$ cat src/rtl/lcd_reg_pkg.sv
package lcd_reg_pkg;
  localparam int unsigned DW         = 32;
  localparam int unsigned N_REGS     = 5;
  localparam int unsigned STRIDE_LSB = 4;

  localparam int unsigned I_CTRL  = 0;
  localparam int unsigned I_CTRL1 = 1;
  localparam int unsigned I_XFER  = 2;
  localparam int unsigned I_CUR   = 3;
  localparam int unsigned I_NEXT  = 4;

  localparam int unsigned B_SRST    = 31;
  localparam int unsigned B_CLKGATE = 30;
  localparam int unsigned B_DOTCLK  = 17;
  localparam int unsigned B_RUN     = 0;
  localparam int unsigned B_FIFOCLR = 21;

  localparam logic [DW-1:0] CTRL_WMASK  = 32'hC002_0F21;
  localparam logic [DW-1:0] CTRL1_WMASK = 32'h002F_0000;
  localparam logic [DW-1:0] CTRL_KEEP   = 32'h4000_0000;

  typedef enum logic [1:0] {
    OP_WR   = 2'd0,
    OP_SET  = 2'd1,
    OP_CLR  = 2'd2,
    OP_NONE = 2'd3
  } reg_op_e;

  function automatic logic [DW-1:0] wmask_of(int unsigned idx);
    case (idx)
      I_CTRL:  return CTRL_WMASK;
      I_CTRL1: return CTRL1_WMASK;
      I_CUR:   return '0;
      default: return '1;
    endcase
  endfunction

  function automatic logic [DW-1:0] keep_of(int unsigned idx);
    return (idx == I_CTRL) ? CTRL_KEEP : '0;
  endfunction
endpackage

$ cat src/rtl/lcd_addr_dec.sv
module lcd_addr_dec
  import lcd_reg_pkg::*;
#(
  parameter int unsigned ADDR_W = 8,
  parameter int unsigned N      = N_REGS,
  localparam int unsigned BLK_W = ADDR_W - STRIDE_LSB
) (
  input  logic [ADDR_W-1:0] addr_i,
  input  logic              we_i,
  output logic [N-1:0]      wsel_o,
  output reg_op_e           op_o,
  output logic              hit_o,
  output logic [BLK_W-1:0]  blk_o
);
  logic [1:0] sub;

  assign blk_o = addr_i[ADDR_W-1:STRIDE_LSB];
  assign sub   = addr_i[STRIDE_LSB-1:2];
  // offset 0xC of each block is a hole
  assign hit_o = (32'(blk_o) < N) && (sub != 2'd3);
  assign op_o  = hit_o ? reg_op_e'(sub) : OP_NONE;

  for (genvar i = 0; i < N; i++) begin : g_sel
    assign wsel_o[i] = we_i && hit_o && (32'(blk_o) == i);
  end
endmodule

$ cat src/rtl/lcd_alias_reg.sv
module lcd_alias_reg
  import lcd_reg_pkg::*;
#(
  parameter int unsigned    W     = DW,
  parameter logic [W-1:0]   WMASK = '1,
  parameter logic [W-1:0]   KEEP  = '0
) (
  input  logic         clk_i,
  input  logic         rst_ni,
  input  logic         srst_i,
  input  logic         sel_i,
  input  reg_op_e      op_i,
  input  logic [W-1:0] wdata_i,
  input  logic [W-1:0] hw_clr_i,
  input  logic         hw_ld_i,
  input  logic [W-1:0] hw_val_i,
  output logic [W-1:0] q_o
);
  logic [W-1:0] base, wbits, nxt;

  always_comb begin
    // hardware update first, bus write layered on top
    base  = hw_ld_i ? hw_val_i : (q_o & ~hw_clr_i);
    wbits = wdata_i & WMASK;
    nxt   = base;
    if (sel_i) begin
      case (op_i)
        OP_WR:   nxt = (base & ~WMASK) | wbits;
        OP_SET:  nxt = base | wbits;
        OP_CLR:  nxt = base & ~wbits;
        default: nxt = base;
      endcase
    end
    if (srst_i) nxt = q_o & KEEP;
  end

  always_ff @(posedge clk_i or negedge rst_ni) begin
    if (!rst_ni) q_o <= '0;
    else         q_o <= nxt;
  end
endmodule

$ cat src/rtl/lcd_reg_bank.sv
module lcd_reg_bank
  import lcd_reg_pkg::*;
#(
  parameter int unsigned ADDR_W = 8
) (
  input  logic              clk_i,
  input  logic              rst_ni,
  input  logic [ADDR_W-1:0] addr_i,
  input  logic [31:0]       wdata_i,
  input  logic              we_i,
  input  logic              re_i,
  output logic [31:0]       rdata_o,
  input  logic              vsync_i,
  input  logic              fifo_empty_i,
  output logic [31:0]       ctrl_o,
  output logic [31:0]       ctrl1_o,
  output logic [31:0]       xfer_cnt_o,
  output logic [31:0]       cur_buf_o,
  output logic [31:0]       next_buf_o,
  output logic              fifo_clr_o
);
  localparam int unsigned BLK_W = ADDR_W - STRIDE_LSB;

  logic [N_REGS-1:0] wsel;
  reg_op_e           op;
  logic              hit;
  logic [BLK_W-1:0]  blk;

  logic [DW-1:0]     q      [N_REGS];
  logic [DW-1:0]     hw_clr [N_REGS];
  logic [DW-1:0]     hw_val [N_REGS];
  logic [N_REGS-1:0] hw_ld;
  logic [DW-1:0]     rd_mux;

  logic vs_q, vs_rise, srst, drain_done;

  lcd_addr_dec #(.ADDR_W(ADDR_W), .N(N_REGS)) u_dec (
    .addr_i (addr_i),
    .we_i   (we_i),
    .wsel_o (wsel),
    .op_o   (op),
    .hit_o  (hit),
    .blk_o  (blk)
  );

  always_ff @(posedge clk_i or negedge rst_ni) begin
    if (!rst_ni) vs_q <= 1'b0;
    else         vs_q <= vsync_i;
  end

  assign vs_rise    = vsync_i & ~vs_q;
  assign srst       = q[I_CTRL][B_SRST];
  // run drops once the FIFO has drained after dotclock mode is off
  assign drain_done = q[I_CTRL][B_RUN] & ~q[I_CTRL][B_DOTCLK] & fifo_empty_i;

  always_comb begin
    for (int i = 0; i < N_REGS; i++) begin
      hw_clr[i] = '0;
      hw_val[i] = '0;
    end
    hw_ld                     = '0;
    hw_clr[I_CTRL][B_RUN]     = drain_done;
    hw_clr[I_CTRL1][B_FIFOCLR] = q[I_CTRL1][B_FIFOCLR];
    hw_ld[I_CUR]              = vs_rise;
    hw_val[I_CUR]             = q[I_NEXT];
  end

  for (genvar i = 0; i < N_REGS; i++) begin : g_reg
    lcd_alias_reg #(
      .W     (DW),
      .WMASK (wmask_of(i)),
      .KEEP  (keep_of(i))
    ) u_reg (
      .clk_i    (clk_i),
      .rst_ni   (rst_ni),
      .srst_i   (srst),
      .sel_i    (wsel[i]),
      .op_i     (op),
      .wdata_i  (wdata_i),
      .hw_clr_i (hw_clr[i]),
      .hw_ld_i  (hw_ld[i]),
      .hw_val_i (hw_val[i]),
      .q_o      (q[i])
    );
  end

  always_comb begin
    rd_mux = '0;
    if (hit) begin
      for (int i = 0; i < N_REGS; i++) begin
        if (32'(blk) == i) rd_mux = q[i];
      end
    end
  end

  always_ff @(posedge clk_i or negedge rst_ni) begin
    if (!rst_ni)   rdata_o <= '0;
    else if (re_i) rdata_o <= rd_mux;
  end

  assign ctrl_o     = q[I_CTRL];
  assign ctrl1_o    = q[I_CTRL1];
  assign xfer_cnt_o = q[I_XFER];
  assign cur_buf_o  = q[I_CUR];
  assign next_buf_o = q[I_NEXT];
  assign fifo_clr_o = q[I_CTRL1][B_FIFOCLR];
endmodule

$ cat config.mk
export PLATFORM = sky130hd
export DESIGN_NAME = lcd_reg_bank
export DESIGN_NICKNAME = d
export VERILOG_FILES = /design/src/rtl/lcd_reg_pkg.sv /design/src/rtl/lcd_addr_dec.sv /design/src/rtl/lcd_alias_reg.sv /design/src/rtl/lcd_reg_bank.sv
export SDC_FILE = /design/constraint.sdc
export NUM_CORES = 1
export LEC_CHECK = 0
export CELL_PAD_IN_SITES_DETAIL_PLACEMENT = 1
export CELL_PAD_IN_SITES_GLOBAL_PLACEMENT = 1
export CORE_UTILIZATION = 38
export DETAILED_ROUTE_END_ITERATION = 16
export PLACE_DENSITY = 0.88
export SLEW_MARGIN = 10
export SYNTH_ARGS = -nofsm -noshare
export SYNTH_HDL_FRONTEND = slang
export SYNTH_SLANG_ARGS = --single-unit
$ cat constraint.sdc
create_clock -name clk_i -period 2.2 [get_ports clk_i]
set_input_delay 0.44 -clock clk_i [delete_from_list [all_inputs] [get_ports clk_i]]
set_output_delay 0.44 -clock clk_i [all_outputs]
set_load 0.02 [all_outputs]
==> out/results.ini, run 1 <==
[layout]
nFillCells = 2447
drive_gt1_share_pct = 22.61
syn2layout_area_growth_pct = 49.71
layout.nets = 1134
layout.cells.non_filler = 1418
fin_util_pct = 57.90

[cts]
clock_path_buffers = 2
clk_pin_slew_ns = 0.08
clkLatencyLatePin_ns = 0.45
cts_root_buffer = clkbuf_16
clock_sinks = 193
numCtsBuffers = 17
htree_levels = 4
cts_tree = done

[drt]
drc = 0
top_layer = met4
viasPerCell = 6.028
wl_per_cell_um = 26.80
wl_met1_um = 15050
wl_met3_um = 2378
firstDrtPassIters = 5
vias = 8548
wl_um = 38000
drt_iter0_markers = 577
antenna_left = 0
route.met2.wl_um = 18980

[worst_setup_path]
crit_path_max_incr_delay_ns = 0.27
arrival_ns = 2.66
rrSetupSlack_ns = 0.32
cp_common_cell = buf_12
cp-end-kind = flop
reg2reg_depth = 3
worstSetupPathType = in2reg
crit-reg2reg-launch = g_reg[0].u_reg.q_o[31]$_DFFE_PN0P_
cp_max_fo = 9
startpoint_type = primary input
r2r_end = g_reg[3].u_reg.q_o[3]$_DFFE_PN0P_
cpMaxStageDelayCell = or2_4
required_ns = 2.58
crit_chain = buf_8, o21a_4, or2_4, nor2_4, buf_6, ha_4, buf_6, and2_4, o21ai_4, buf_12, buf_12, nor2_4, buf_12, a22o_1

[global_route]
grt_max_degree = 73
antenna_found_initial = 2
grt-ovfl-total = 0
grt_pass1_wl_um = 55100
grt_pass1_vias = 8844
grt_usage_pct = 30.07

[sta]
setup_ws_ns = -0.08051
finalHoldViolations = 0
post-route-period-util_pct = 103.7
fmax_mhz = 438.5
fin_tns_setup_ns = -0.5793
period_needed_ns = 2.281
grt_setup_unrepaired = yes
report.final.slew_viol_count = 0
worst_pin_slew_ns = 1.207
fin_skew_ns = 0.01294
setup_viol = 35
slew_headroom_pct = 19.34

[placement]
dp_hpwl_um = 22140
numPortBuffers = 236
routabilityCongestion = 0.7829
place_inst = 1337
pre_cts_slack_ns = -0.9288

[synthesis]
synthTopCellsByArea = dfrtp_1 (53%), a22o_1 (9.4%), mux2_2 (7.3%)
avgSynthCellArea_um2 = 11.29
syn_nets = 852
syn_inst = 802
synth_area_mm2 = 0.009051
ys.flop_type = dfrtp_1
synth_top_area_cell = dfrtp_1
synthDistinctLibCells = 47
yosys_warnings = 0
ys_seq_area_share_pct = 53.36
synth_edf_count = 0
async_flop_share_pct = 100.0
ys_seq_elements = 193
synth_top_area_share_pct = 53.36

[floorplan]
start_util_pct = 38.68
die_h_um = 156.3
num_io_pins = 239
die_area_mm2 = 0.02444
num_rows = 56
die_w_um = 156.3
core_mm2 = 0.02340

[power_and_ir_drop]
powerDensity_mw_per_mm2 = 611.6
ir_drop_v = 0.0005679
finalPower_mw = 8.288
power.leakage_nw = 5.792

[outcome]
violations = setup timing
outcome = complete, but fails checks

[min_path]
hold_path_class = in2async

[job]
maxCapViolations = 0

==> state kept, by name, indices dropped and copies added (netlist names), named ones only <==
register     cells
g.u_reg.q_o    159
rdata_o         32
vs_q             1
==> Yosys cell counts (10+ instances only) <==
| cell type | instances |
|---|---|
| and2_1 | 52 |
| mux2_2 | 59 |
| clkbuf_1 | 38 |
| o21ai_0 | 56 |
| dfrtp_1 | 193 |
| inv_1 | 11 |
| nor2b_1 | 35 |
| o21ai_2 | 10 |
| nand3_1 | 69 |
| o22ai_1 | 30 |
| a22oi_2 | 10 |
| nor2_1 | 25 |
| a22oi_1 | 21 |
| buf_2 | 26 |
| a22o_1 | 97 |
==> power by group <==
part	leakage [nW]	switching, mW	internal (mW)
clock	0.295	1.67	1.55
sequential	2.67	0.116	3.65
combinational	2.82	0.700	0.604
==> worst max-delay path by stage <==
stage          startpoint                            endpoint  slack, ns  cells past startpoint
2_1_floorplan   addr_i[4]  g_reg[2].u_reg.q_o[10]$_DFFE_PN0P_      -0.12                     12
3_5_place_dp    addr_i[6]  g_reg[4].u_reg.q_o[23]$_DFFE_PN0P_      -0.93                      8
6_report        addr_i[4]   g_reg[2].u_reg.q_o[1]$_DFFE_PN0P_      -0.08                     14
5_1_grt         addr_i[4]   g_reg[2].u_reg.q_o[1]$_DFFE_PN0P_       -0.1                     14
3_3_place_gp    addr_i[6]  g_reg[4].u_reg.q_o[14]$_DFFE_PN0P_      -0.80                      8
4_1_cts         addr_i[6]   g_reg[2].u_reg.q_o[0]$_DFFE_PN0P_     -0.008                     14
==> layout by cell type, fill, tap and decap left out, drive strengths merged, types with 18 or more instances in the layout <==
cell and n:
a22o 97, a22oi 31, and2 52, buf 96
clkbuf 20, clkdlybuf4s50 230, dfrtp 193, inv 18
mux2 59, nand3 69, nor2 28, nor2b 35
o21ai 66, o22ai 30
==> critical path, delay by kind of cell <==
| family | cells | cell delay (ns) |
|---|---|---|
| and+or+nand+nor | 4 | 0.77 |
| adders and majority gates | 1 | 0.17 |
| buffers and inverters | 6 | 0.78 |
| AOI/OAI and AO/OA | 3 | 0.48 |
==> metrics by stage <==
stage,instance area (µm²),hold WS [ns]
3_5_place_dp,12200,0.3636
5_1_grt,13550,0.4671
3_3_place_gp,12200,0.3580
4_1_cts,13350,0.4516
2_1_floorplan,9265,0.1444
6_report,13550,0.4469
==> repair_timing <==
item | CTS | global route
gates resized for setup | 25 | 29
pin swaps | 15 | 21
hold buffers | 1 | 0
endpoints found under the hold margin | 30 | 0
cloned | 8 | 1
endpoints found under the setup margin | 127 | 125
setup buffers | 26 | 13
==> routing by layer <==
| layer | GRT usage, % | up-vias |
|---|---|---|
| met3 | 5.068 | 104 |
| met4 | 13.03 | 0 |
| met2 | 51.17 | 385 |
| met5 | 0 | - |
| met1 | 37.61 | 4492 |
| li1 | - | 3567 |
==> cell families (layout without fill, tap and decap cells) <==
| kind of cell | Yosys count | after routing | synth area share, % |
|---|---|---|---|
| AO/OA/AOI/OAI | 261 | 262 | 22.12 |
| other | 0 | 2 | 0 |
| flip-flops | 193 | 193 | 53.36 |
| buffers and inverters | 85 | 376 | 4.258 |
| AND/OR/NAND/NOR | 199 | 202 | 12.26 |
| multiplexers | 60 | 60 | 7.451 |
| adder cells (fa/ha/maj) | 4 | 4 | 0.5530 |
==> cell type report <==
cell class | count | area, µm² | area share, %
multi-input combinational | 528 | 4070 | 30.04
inverter | 11 | 43.79 | 0.3232
antenna | 2 | 5.005 | 0.03693
clock buffer | 17 | 425.4 | 3.139
tap | 319 | 399.1 | 2.946
timing repair buffer | 333 | 3592 | 26.51
clock inverter | 15 | 183.9 | 1.357
sequential | 193 | 4831 | 35.65
(Power assumes the default switching activity.)
==> run 2, diff against run 1 <==
- CAP_MARGIN: not set -> 20
- PLACE_DENSITY: 0.88 -> not set
- PLACE_DENSITY_LB_ADDON: not set -> 0.1
==> out/results.ini, run 2 (synthesized netlist as in run 1, its figures left out) <==
[sta]
fin_hold_ws_ns = 0.5097
period_needed_ns = 2.139
report.final.slew_viol_count = 0
fin_tns_setup_ns = 0
worst_pin_slew_ns = 0.8513
fmax_mhz = 467.6
setup_ws_ns = 0.06147
slew_headroom_pct = 43.24
fin_skew_ns = 0.01095
finalHoldViolations = 0
setup_viol = 0
post-route-period-util_pct = 97.21

[drt]
drt_iter0_markers = 422
antenna_left = 0
wl_per_cell_um = 24.49
viasPerCell = 5.741
vias = 8084
firstDrtPassIters = 4
wl_um = 34490
drc = 0

[cts]
numCtsBuffers = 17
clkLatencyLatePin_ns = 0.44
clock_sinks = 193
clk_pin_slew_ns = 0.08
cts_root_buffer = clkbuf_16
htree_levels = 4
cts_tree = done
clock_path_buffers = 2

[placement]
place_area_mm2 = 0.01240
numPortBuffers = 236
routabilityCongestion = 0.7929
dp_hpwl_um = 22280
place_inst = 1354
pre_cts_slack_ns = -0.9024

[outcome]
outcome = finished clean

[layout]
layout_commonest_cell = clkdlybuf4s50_1
final_cell_mix = clkdlybuf4s50_1 (229), dfrtp_1 (193), a22o_1 (97)
syn2layout_area_growth_pct = 47.35
top_regs = g.u_reg.q_o x159, rdata_o x32, vs_q x1
layout.nets = 1127
drive_gt1_share_pct = 21.76
nFillCells = 2475
layout.cells.non_filler = 1408
largest_register = g.u_reg.q_o
fin_util_pct = 56.99
largest_reg_flops = 159
final_area_mm2 = 0.01334
n_antenna_cell = 0

[floorplan]
num_rows = 56
die_h_um = 156.3
die_w_um = 156.3
core_mm2 = 0.02340
num_io_pins = 239
start_util_pct = 38.68
die_area_mm2 = 0.02444

[min_path]
hold_path_class = in2async

[power_and_ir_drop]
finalPower_mw = 8.049
powerDensity_mw_per_mm2 = 603.5
power.leakage_nw = 5.708
ir_drop_v = 0.0004641

[global_route]
grt_pass1_vias = 8574
grt_pass1_wl_um = 52450
grt-ovfl-total = 0
grt_usage_pct = 28.76
grt_max_degree = 53
antenna_found_initial = 0

[worst_setup_path]
rrSetupSlack_ns = 0.26
cp-end-kind = flop
crit-reg2reg-launch = g_reg[0].u_reg.q_o[31]$_DFFE_PN0P_
startpoint_type = primary input
cp_max_fo = 6
arrival_ns = 2.46
r2r_end = g_reg[3].u_reg.q_o[30]$_DFFE_PN0P_
required_ns = 2.52
worstSetupPathType = in2reg
reg2reg_depth = 3

[job]
maxCapViolations = 0

run 2: changes by cell type in the layout (fill, tap and decap cells not counted), moves of 2 or more:
cell        change
o21ai_0        +10
o21ai_1        -10
buf_6           -5
clkinv_8        -5
buf_4           +4
buf_8           -3
clkinvlp_4      +3
inv_6           -3
clkinv_4        +2
diode_2         -2
run 2: what timing repair did:
action | CTS | global route
pin swaps | 10 | 4
resized for setup | 19 | 9
endpoints found under the hold margin | 46 | 0
hold buffers | 1 | 0
cloned | 4 | 0
buffers inserted | 16 | 2
endpoints found under the setup margin | 125 | 116
run 2: worst max path at each step:
| stage | from | depth (start not counted) | end | slack, ns |
|---|---|---|---|---|
| after floorplan | addr_i[4] | 12 | g_reg[2].u_reg.q_o[10]$_DFFE_PN0P_ | -0.12 |
| after global placement | addr_i[6] | 8 | g_reg[4].u_reg.q_o[14]$_DFFE_PN0P_ | -0.79 |
| after detailed placement | addr_i[6] | 8 | g_reg[4].u_reg.q_o[7]$_DFFE_PN0P_ | -0.90 |
| after CTS | g_reg[0].u_reg.q_o[31]$_DFFE_PN0P_ | 2 | ctrl_o[31] | 0.005 |
| after global routing | addr_i[6] | 12 | g_reg[1].u_reg.q_o[1]$_DFFE_PN0P_ | -0.03 |
| final | addr_i[6] | 11 | g_reg[2].u_reg.q_o[19]$_DFFE_PN0P_ | 0.06 |
run 2: power by group:
| group | total [mW] | internal (mW) | leakage (nW) | switching, mW |
|---|---|---|---|---|
| Clock | 3.03 | 1.49 | 0.263 | 1.54 |
| Combinational | 1.26 | 0.589 | 2.77 | 0.672 |
| Sequential | 3.75 | 3.65 | 2.68 | 0.107 |
| Total | 8.05 | 5.73 | 5.71 | 2.32 |
run 2: per-layer routing:
layer / wire, µm / share of wire, % / track usage (%) / vias up
li1: - / - / - / 3537
met1: 14830 / 43 / 36.53 / 4219
met2: 16890 / 49 / 48.28 / 268
met3: 1710 / 5.0 / 4.929 / 60
met4: 1062 / 3.1 / 12.28 / 0
met5: 0 / 0 / 0 / -
run 2: worst max-delay path, stage by stage:
cell           delay, ns
dlygate4sd2_1       0.24
o21a_1              0.13
or3_4               0.39
ha_4                0.27
buf_6               0.12
nand3b_1            0.17
buf_6               0.17
buf_12              0.14
buf_4               0.12
nand3_1             0.06
a22o_1              0.20
run 2: final cells by class:
cell class	count	area (µm²)	area share [%]
clock inverter	13	127.6	0.9569
clock buffer	18	429.2	3.218
multi-input combinational	526	4040	30.29
tap	319	399.1	2.993
sequential	193	4830	36.21
timing repair buffer	328	3467	26.00
inverter	11	43.79	0.3284
==> run 3, diff against run 2 <==
- CAP_MARGIN: 20 -> 5
==> results of run 3 <==
Final layout, timing and power as in run 2 (identical DEF).
